$ cat src/rtl/pg_pkg.sv
package pg_pkg;

    localparam logic [6:0] PG_OPCODE = 7'b1010111;
    localparam logic [2:0] PG_MINOR  = 3'b000;
    localparam logic [1:0] PG_KIND_INT = 2'b10;

    typedef enum logic [1:0] {
        ST_IDLE    = 2'd0,
        ST_FETCH   = 2'd1,
        ST_GATHER  = 2'd2,
        ST_SCATTER = 2'd3
    } pg_state_e;

    // Lanes of a given width that fit in one register.
    function automatic int pg_capacity(input logic [1:0] wsel, input int xlen);
        case (wsel)
            2'd1:    return xlen / 8;
            2'd2:    return xlen / 16;
            2'd3:    return xlen / 32;
            default: return 1;
        endcase
    endfunction

endpackage

$ cat src/rtl/pg_decode.sv
module pg_decode (
    input  logic [6:0] op,
    input  logic [2:0] f3,
    input  logic [3:0] fn,
    output logic       legal,
    output logic [1:0] wsel
);
    always_comb begin
        legal = (op == pg_pkg::PG_OPCODE) && (f3 == pg_pkg::PG_MINOR) &&
                (fn[1:0] == pg_pkg::PG_KIND_INT);
        wsel  = fn[3:2];
    end
endmodule

$ cat src/rtl/pg_rf.sv
module pg_rf #(
    parameter int XLEN  = 32,
    parameter int NREGS = 32,
    localparam int AW   = $clog2(NREGS)
) (
    input  logic            clk,
    input  logic            rst_n,
    input  logic [AW-1:0]   raddr,
    output logic [XLEN-1:0] rdata,
    input  logic            we,
    input  logic [AW-1:0]   waddr,
    input  logic [XLEN-1:0] wdata
);
    logic [NREGS-1:0][XLEN-1:0] mem_d, mem_q;

    always_comb begin
        mem_d = mem_q;
        if (we) mem_d[waddr] = wdata;
    end

    always_ff @(posedge clk) begin
        if (!rst_n) mem_q <= '0;
        else        mem_q <= mem_d;
    end

    assign rdata = mem_q[raddr];
endmodule

$ cat src/rtl/pg_lane_pick.sv
module pg_lane_pick #(
    parameter int XLEN = 32,
    localparam int MAXE = XLEN / 8,
    localparam int EW   = $clog2(MAXE),
    localparam int N16  = XLEN / 16,
    localparam int N32  = XLEN / 32
) (
    input  logic [XLEN-1:0] src,
    input  logic [1:0]      wsel,
    input  logic [EW-1:0]   elem,
    output logic [XLEN-1:0] idx
);
    logic [MAXE-1:0][XLEN-1:0] ext8, ext16, ext32;

    for (genvar k = 0; k < MAXE; k++) begin : g_lane
        assign ext8[k] = XLEN'(src[k*8 +: 8]);
        if (k < N16) begin : g_w16
            assign ext16[k] = XLEN'(src[k*16 +: 16]);
        end else begin : g_w16_none
            assign ext16[k] = '0;
        end
        if (k < N32) begin : g_w32
            assign ext32[k] = XLEN'(src[k*32 +: 32]);
        end else begin : g_w32_none
            assign ext32[k] = '0;
        end
    end

    always_comb begin
        case (wsel)
            2'd1:    idx = ext8[elem];
            2'd2:    idx = ext16[elem];
            2'd3:    idx = ext32[elem];
            default: idx = (elem == '0) ? src : '0;
        endcase
    end
endmodule

$ cat src/rtl/pg_seq.sv
module pg_seq #(
    parameter int XLEN  = 32,
    parameter int NREGS = 32,
    parameter int VLW   = 8,
    localparam int AW   = $clog2(NREGS),
    localparam int MAXE = XLEN / 8,
    localparam int EW   = $clog2(MAXE)
) (
    input  logic            clk,
    input  logic            rst_n,
    input  logic            issue_valid,
    input  logic            legal,
    input  logic [1:0]      wsel,
    input  logic [AW-1:0]   rd,
    input  logic [AW-1:0]   rs1,
    input  logic [VLW-1:0]  vl,
    output logic [AW-1:0]   rf_raddr,
    input  logic [XLEN-1:0] rf_rdata,
    output logic            rf_we,
    output logic [AW-1:0]   rf_waddr,
    output logic [XLEN-1:0] rf_wdata,
    output logic            busy,
    output logic            done,
    output logic            fault
);
    import pg_pkg::*;

    typedef struct packed {
        pg_state_e                 st;
        logic [EW-1:0]             elem;
        logic [EW-1:0]             last;
        logic [AW-1:0]             rd;
        logic [AW-1:0]             rs1;
        logic [1:0]                wsel;
        logic [XLEN-1:0]           src;
        logic [MAXE-1:0][XLEN-1:0] hold;
        logic [MAXE-1:0]           skip;
        logic                      fault;
        logic                      done;
    } seq_t;

    seq_t st_d, st_q;
    logic [XLEN-1:0] cur_idx;

    pg_lane_pick #(.XLEN(XLEN)) pick_i (
        .src  (st_q.src),
        .wsel (st_q.wsel),
        .elem (st_q.elem),
        .idx  (cur_idx)
    );

    always_comb begin
        int cap;
        int eff;
        st_d      = st_q;
        st_d.done = 1'b0;
        rf_raddr  = st_q.rs1;
        rf_we     = 1'b0;
        rf_waddr  = st_q.rd + AW'(st_q.elem);
        rf_wdata  = st_q.hold[st_q.elem];
        cap       = pg_capacity(wsel, XLEN);
        eff       = (int'(vl) < cap) ? int'(vl) : cap;
        case (st_q.st)
            ST_IDLE: begin
                if (issue_valid && legal) begin
                    st_d.rd    = rd;
                    st_d.rs1   = rs1;
                    st_d.wsel  = wsel;
                    st_d.fault = 1'b0;
                    st_d.skip  = '0;
                    st_d.elem  = '0;
                    if (eff == 0) begin
                        st_d.done = 1'b1;
                    end else begin
                        st_d.last = EW'(eff - 1);
                        st_d.st   = ST_FETCH;
                    end
                end
            end
            ST_FETCH: begin
                st_d.src = rf_rdata;
                st_d.st  = ST_GATHER;
            end
            ST_GATHER: begin
                rf_raddr = cur_idx[AW-1:0];
                if (cur_idx < XLEN'(NREGS)) begin
                    st_d.hold[st_q.elem] = rf_rdata;
                end else begin
                    st_d.skip[st_q.elem] = 1'b1;
                    st_d.fault           = 1'b1;
                end
                if (st_q.elem == st_q.last) begin
                    st_d.elem = '0;
                    st_d.st   = ST_SCATTER;
                end else begin
                    st_d.elem = st_q.elem + 1'b1;
                end
            end
            default: begin
                rf_we = !st_q.skip[st_q.elem];
                if (st_q.elem == st_q.last) begin
                    st_d.st   = ST_IDLE;
                    st_d.done = 1'b1;
                end else begin
                    st_d.elem = st_q.elem + 1'b1;
                end
            end
        endcase
    end

    always_ff @(posedge clk) begin
        if (!rst_n) begin
            st_q    <= '0;
            st_q.st <= ST_IDLE;
        end else begin
            st_q <= st_d;
        end
    end

    assign busy  = (st_q.st != ST_IDLE);
    assign done  = st_q.done;
    assign fault = st_q.fault;
endmodule

$ cat src/rtl/pidx_gather.sv
module pidx_gather #(
    parameter int XLEN  = 32,
    parameter int NREGS = 32,
    parameter int VLW   = 8,
    localparam int AW   = $clog2(NREGS)
) (
    input  logic            clk,
    input  logic            rst_n,
    input  logic            issue_valid,
    input  logic [6:0]      issue_op,
    input  logic [2:0]      issue_f3,
    input  logic [3:0]      issue_fn,
    input  logic [AW-1:0]   issue_rd,
    input  logic [AW-1:0]   issue_rs1,
    input  logic [VLW-1:0]  issue_vl,
    input  logic            host_we,
    input  logic [AW-1:0]   host_waddr,
    input  logic [XLEN-1:0] host_wdata,
    input  logic [AW-1:0]   host_raddr,
    output logic [XLEN-1:0] host_rdata,
    output logic            busy,
    output logic            done,
    output logic            fault
);
    logic            dec_legal;
    logic [1:0]      dec_wsel;
    logic [AW-1:0]   seq_raddr, seq_waddr, rf_raddr, rf_waddr;
    logic [XLEN-1:0] seq_wdata, rf_rdata, rf_wdata;
    logic            seq_we, rf_we;

    pg_decode dec_i (
        .op    (issue_op),
        .f3    (issue_f3),
        .fn    (issue_fn),
        .legal (dec_legal),
        .wsel  (dec_wsel)
    );

    pg_seq #(.XLEN(XLEN), .NREGS(NREGS), .VLW(VLW)) seq_i (
        .clk         (clk),
        .rst_n       (rst_n),
        .issue_valid (issue_valid),
        .legal       (dec_legal),
        .wsel        (dec_wsel),
        .rd          (issue_rd),
        .rs1         (issue_rs1),
        .vl          (issue_vl),
        .rf_raddr    (seq_raddr),
        .rf_rdata    (rf_rdata),
        .rf_we       (seq_we),
        .rf_waddr    (seq_waddr),
        .rf_wdata    (seq_wdata),
        .busy        (busy),
        .done        (done),
        .fault       (fault)
    );

    // Port ownership: sequencer while running, host while idle.
    always_comb begin
        rf_raddr = busy ? seq_raddr : host_raddr;
        rf_we    = busy ? seq_we    : host_we;
        rf_waddr = busy ? seq_waddr : host_waddr;
        rf_wdata = busy ? seq_wdata : host_wdata;
    end

    pg_rf #(.XLEN(XLEN), .NREGS(NREGS)) rf_i (
        .clk   (clk),
        .rst_n (rst_n),
        .raddr (rf_raddr),
        .rdata (rf_rdata),
        .we    (rf_we),
        .waddr (rf_waddr),
        .wdata (rf_wdata)
    );

    assign host_rdata = rf_rdata;
endmodule

$ cat config.mk
export PLATFORM = sky130hd
export DESIGN_NAME = pidx_gather
export DESIGN_NICKNAME = d
export VERILOG_FILES = /design/src/rtl/pg_pkg.sv /design/src/rtl/pg_decode.sv /design/src/rtl/pg_rf.sv /design/src/rtl/pg_lane_pick.sv /design/src/rtl/pg_seq.sv /design/src/rtl/pidx_gather.sv
export SDC_FILE = /design/constraint.sdc
export NUM_CORES = 2
export LEC_CHECK = 0
export BUFFER_PORTS_ARGS = -buffer_cell sky130_fd_sc_hd__buf_2
export CAP_MARGIN = 20
export CORE_ASPECT_RATIO = 2
export CORE_MARGIN = 1.5
export CORE_UTILIZATION = 45
export DETAILED_ROUTE_END_ITERATION = 10
export PLACE_DENSITY_LB_ADDON = 0.05
export SYNTH_ARGS = -nofsm -noshare
export SYNTH_HDL_FRONTEND = slang
export SYNTH_SLANG_ARGS = --single-unit
$ cat constraint.sdc
create_clock -name clk -period 6.07 [get_ports clk]
set_input_delay 1.214 -clock clk [delete_from_list [all_inputs] [get_ports clk]]
set_output_delay 1.214 -clock clk [all_outputs]
set_load 0.005 [all_outputs]
==> results.txt <==
The flow ran to the end, and the final reports show no timing, DRC or antenna violations. The startpoint of the tightest hold check path is seq_i.st_q[86]. The switching power total is roughly 9 mW. In this run the standard cell core region covers about 120000 um2. The adder-cell share of the synthesized area is less than 1%. The number of buffers inserted during clock tree synthesis came out at 112.

The path class of the lowest-slack min-delay path is reg -> reg. For this run, the top clock speed supported by timing is roughly 170 MHz. The area of the die came out at 123000 um2.

For this run, the detailed router's first-pass iteration total came to 9. At the worst endpoint, the required time is 4.86 ns. The flop and latch count out of synthesis came out at about 1.2k. Cells fill between 50% and 60% of the core in the end. The number of max-cap violations is 0. The proportion of total power due to net switching came out at between 30% and 40%.

The combinational cell fraction of total power is around a third. The clock-pin slew on the worst setup and hold paths came out at roughly 0.07 ns. Counting every net in the synthesized netlist gives approximately 6.3k.

Of the total synthesized cell area, the portion taken by XOR and XNOR cells is 0.0805%. For this run, the leading register cell type out of synthesis is sky130_fd_sc_hd__dfxtp_1. The global-route track usage on met2 came out at 64.1%. The fraction of synthesis flops using an asynchronous set or reset pin is 0%. The remaining global-route overflow is 0.

STA classifies the critical path endpoint as a primary output. The global placement routability congestion came out at slightly below 1. The post-synthesis share of cell area spent on and, or, nand and nor gates came out at roughly 15%. The number of H-tree levels came out at 3. The average instance area after synthesis is between 8 and 9 um2.

Clock tree synthesis found a total of roughly 1.2k sinks. The average wire per standard cell came out at ~29 um. The total via count in the routed design came out at about 50k. For this run, global-route usage on met1 was measured as 37.5%. The internal portion of total power came out at roughly 15 mW. IR analysis of the VDD net gives a maximum drop of 0.252 mV. The residual DRC count came out at 0.

The peak fanout along the critical path is 24. The synthesized design spends more area on one cell type than any other, namely sky130_fd_sc_hd__dfxtp_1. The setup skew after layout is ~0.023 ns.

The max-slew violation count came to 0. TritonCTS built the clock tree. Setup repair after global routing left no endpoint under its margin. The half-perimeter wire length after placement is 142000 um. Registers take 24200 um2. The met3 track demand over resource is 5.07%. The wire length of the first global-routing pass came out at 319000 um. The instance count of the mapped netlist is ~6.3k. By area, the combinational part of the netlist is dominated by compound AO/OA/AOI/OAI gates.

Registers are responsible for between 30% and 40% of the overall power. The distinct cell type count of the synthesized netlist is 80. In this run the clock root is driven by a sky130_fd_sc_hd__clkbuf_16. The starting utilization of the core area is between 40% and 50%. Yosys attributes the largest share of cell area to sky130_fd_sc_hd__dfxtp_1, sky130_fd_sc_hd__a211oi_1, sky130_fd_sc_hd__nor2_1, sky130_fd_sc_hd__nand2_1, sky130_fd_sc_hd__clkbuf_1.

The share of cells above drive strength 1 came out at about an eighth. The post-placement cell area is about 57000 um2. The combined global-route utilization of all metal layers came out at 34.9%. The average via count per standard cell came out at around 6.4. The worst path meets setup with between 0.05 and 0.06 ns of slack. The final cycle utilization of the critical path is 99.0%. The worst-skew pair later-pin latency came out at ~0.75 ns.

In the layout the commonest cells are sky130_fd_sc_hd__dfxtp_1, sky130_fd_sc_hd__a211oi_1, sky130_fd_sc_hd__nor2_1. The area of all placed cells without fillers is 61600 um2. The critical path is of the reg -> out type.

The synthesized netlist occupies a cell area of 54400 um2. The sequential cell area fraction in the yosys report is between 40% and 50%. The slew at the pin closest to its max-slew limit is roughly 1.2 ns. The number of fillers in the final layout came out at between 10k and 15k. The share of power burned in the clock network is about a third. The count of routing violations after the opening detailed-route iteration came out at around 3.8k.

From synthesis to final layout, the design area changed by 13.2%. The number of global-route vias before repair is between 40k and 50k. In this run the tool buffered the top-level ports with roughly 110 buffer cells.

The leakage power summed over all cells is roughly 23 nW. The maximum number of pins on one net before global-route repair came out at between 150 and 200. The number of buffers inserted for hold repair after clock tree synthesis is 0. The number of nets in the layout is 6096. For the worst setup path, the data arrival time is ~4.8 ns. After global routing, the most crowded layer is met2. Dividing total power by cell area gives a power density of a little under 400 nW/um2. After synthesis, the largest area contributor takes up between 40% and 50% of total cell area. STA classifies the critical path startpoint as a flip-flop. The number of synthesized flops with an enable pin came out at 0. The final critical delay including setup and external delays is 6.01 ns. The count of nets left with antenna violations once routing finished came out at 0. The multiplexer share of the synthesized area is between 3 and 4%. The normalized max-slew margin is 19.8%.

The Yosys step of the flow raised 0 warnings. The overall die height is 495 um. The aggregate negative setup slack came out at 0 ns. The detailed-route wire length came out at 221000 um. The die is between 200 and 250 um wide.

The total chip power is 24.0 mW. The total of endpoints with negative setup slack in the final report is 0. The top-level port count came out at around 110. The number of antenna violations at the first check in global routing came out at 4. OpenSTA, run right after detailed placement, puts the worst setup slack at approximately 0.4 ns. The worst register-to-register path begins at seq_i.st_q[183].

The compound-gate portion of the synthesized area came out at 30.4%. The beginning of the critical path is seq_i.st_q[180]. The total number of placement rows came out at 180. Leaving out fill and tap cells, the most frequent cell in the layout is sky130_fd_sc_hd__dfxtp_1.

The worst-case clock buffer depth came out at 3. The multi-input gate area in the final layout is 28100 um2. The hold violation count in the final report came out at 0.
==> power groups by stage <==
stage | combinational [mW] | sequential, mW | clock [mW]
global route | 8.15 | 8.47 | 8.14
finish | 7.82 | 8.45 | 7.76
detailed placement | 7.53 | 8.62 | 0
global placement | 7.48 | 8.61 | 0
floorplan | 4.29 | 8.52 | 0
CTS | 7.61 | 8.44 | 7.85
==> sequential cells by signal, summed over array words and instances (netlist names) <==
name         count
rf_i.mem_q    1024
seq_i.done       1
seq_i.fault      1
seq_i.st_q     182
==> final timing paths <==
check	slack, ns	cells after the start	end
worst max register to register	1.41	11	rf_i.mem_q[694]
worst min register to register	0.45	2	seq_i.st_q[86]
worst min-delay path	0.45	2	seq_i.st_q[86]
worst max-delay path	0.06	14	host_rdata[19]
==> per-stage QoR <==
step | instances | hold WS, ns
floorplan | 6250 | 0.420
global placement | 7413 | 0.428
detailed placement | 7416 | 0.437
CTS | 7629 | 0.447
global route | 7643 | 0.457
finish | 7644 | 0.447
==> final cells by class <==
type | instances | area share, %
repair buffers | 332 | 4.88
multi-input cells | 4266 | 45.7
clock buffers | 168 | 5.58
inverters | 82 | 0.516
well taps | 1547 | 3.14
flip-flops and latches | 1208 | 39.3
diodes | 2 | 0.00813
clock inverters | 39 | 0.906
==> cells in the mapped netlist, types with 10 or more instances <==
| cell type | instances |
|---|---|
| sky130_fd_sc_hd__a221o_1 | 32 |
| sky130_fd_sc_hd__o211a_1 | 192 |
| sky130_fd_sc_hd__o2111a_1 | 32 |
| sky130_fd_sc_hd__a2111o_1 | 31 |
| sky130_fd_sc_hd__a31oi_1 | 34 |
| sky130_fd_sc_hd__buf_2 | 60 |
| sky130_fd_sc_hd__nand2_1 | 635 |
| sky130_fd_sc_hd__nor4_2 | 24 |
| sky130_fd_sc_hd__nand2b_1 | 44 |
| sky130_fd_sc_hd__o41ai_2 | 23 |
| sky130_fd_sc_hd__and3_1 | 98 |
| sky130_fd_sc_hd__a21o_1 | 33 |
| sky130_fd_sc_hd__o211ai_2 | 32 |
| sky130_fd_sc_hd__o221ai_1 | 32 |
| sky130_fd_sc_hd__nand3_1 | 106 |
| sky130_fd_sc_hd__buf_1 | 18 |
| sky130_fd_sc_hd__o22a_1 | 31 |
| sky130_fd_sc_hd__inv_1 | 78 |
| sky130_fd_sc_hd__mux2_2 | 36 |
| sky130_fd_sc_hd__a32oi_1 | 32 |
| sky130_fd_sc_hd__o21ai_1 | 39 |
| sky130_fd_sc_hd__nor3_1 | 12 |
| sky130_fd_sc_hd__and2_1 | 32 |
| sky130_fd_sc_hd__a211o_1 | 63 |
| sky130_fd_sc_hd__a211oi_1 | 1033 |
| sky130_fd_sc_hd__nor2_1 | 937 |
| sky130_fd_sc_hd__nand3b_1 | 31 |
| sky130_fd_sc_hd__mux4_2 | 33 |
| sky130_fd_sc_hd__nor2b_1 | 12 |
| sky130_fd_sc_hd__clkbuf_1 | 605 |
| sky130_fd_sc_hd__mux2i_1 | 87 |
| sky130_fd_sc_hd__o41ai_1 | 10 |
| sky130_fd_sc_hd__o22ai_1 | 35 |
| sky130_fd_sc_hd__o21ai_0 | 164 |
| sky130_fd_sc_hd__a41o_1 | 32 |
| sky130_fd_sc_hd__a21oi_1 | 180 |
| sky130_fd_sc_hd__dfxtp_1 | 1208 |
| sky130_fd_sc_hd__a311oi_1 | 31 |
| sky130_fd_sc_hd__ha_1 | 15 |
==> worst max-delay path, cell delays in order, from the launching register on <==
cell and delay [ns]:
sky130_fd_sc_hd__dfxtp_4 0.45, sky130_fd_sc_hd__inv_1 0.11, sky130_fd_sc_hd__ha_1 0.28, sky130_fd_sc_hd__nand2_1 0.10, sky130_fd_sc_hd__a211oi_2 0.35, sky130_fd_sc_hd__o211ai_4 0.15
sky130_fd_sc_hd__buf_4 0.26, sky130_fd_sc_hd__a22oi_2 0.42, sky130_fd_sc_hd__buf_4 0.22, sky130_fd_sc_hd__buf_4 0.34, sky130_fd_sc_hd__nand3_1 0.20, sky130_fd_sc_hd__a41o_1 0.34
sky130_fd_sc_hd__o211ai_4 0.40, sky130_fd_sc_hd__inv_1 0.21, sky130_fd_sc_hd__buf_2 0.18
==> per-layer routing <==
layer | routed length [um] | up-vias
li1 | - | 22479
met1 | 80500 | 23605
met2 | 114000 | 1845
met3 | 12300 | 629
met4 | 14400 | 0
met5 | 0 | -
==> logic make-up after synthesis <==
group	count (synthesis)
AND/OR/NAND/NOR	1956
AO/OA/AOI/OAI	2131
adder cells (fa/ha/maj)	16
buffers and inverters	777
multiplexers	157
flip-flops	1208
XOR/XNOR	5
==> timing repair <==
item | 4_1_cts | 5_1_grt
endpoints found under the setup margin | 14 | 20
pin swaps | 2 | 2
cloned | 0 | 1
setup buffers | 6 | 0
gates resized for setup | 7 | 8
Power figures use the tool's default switching activity.
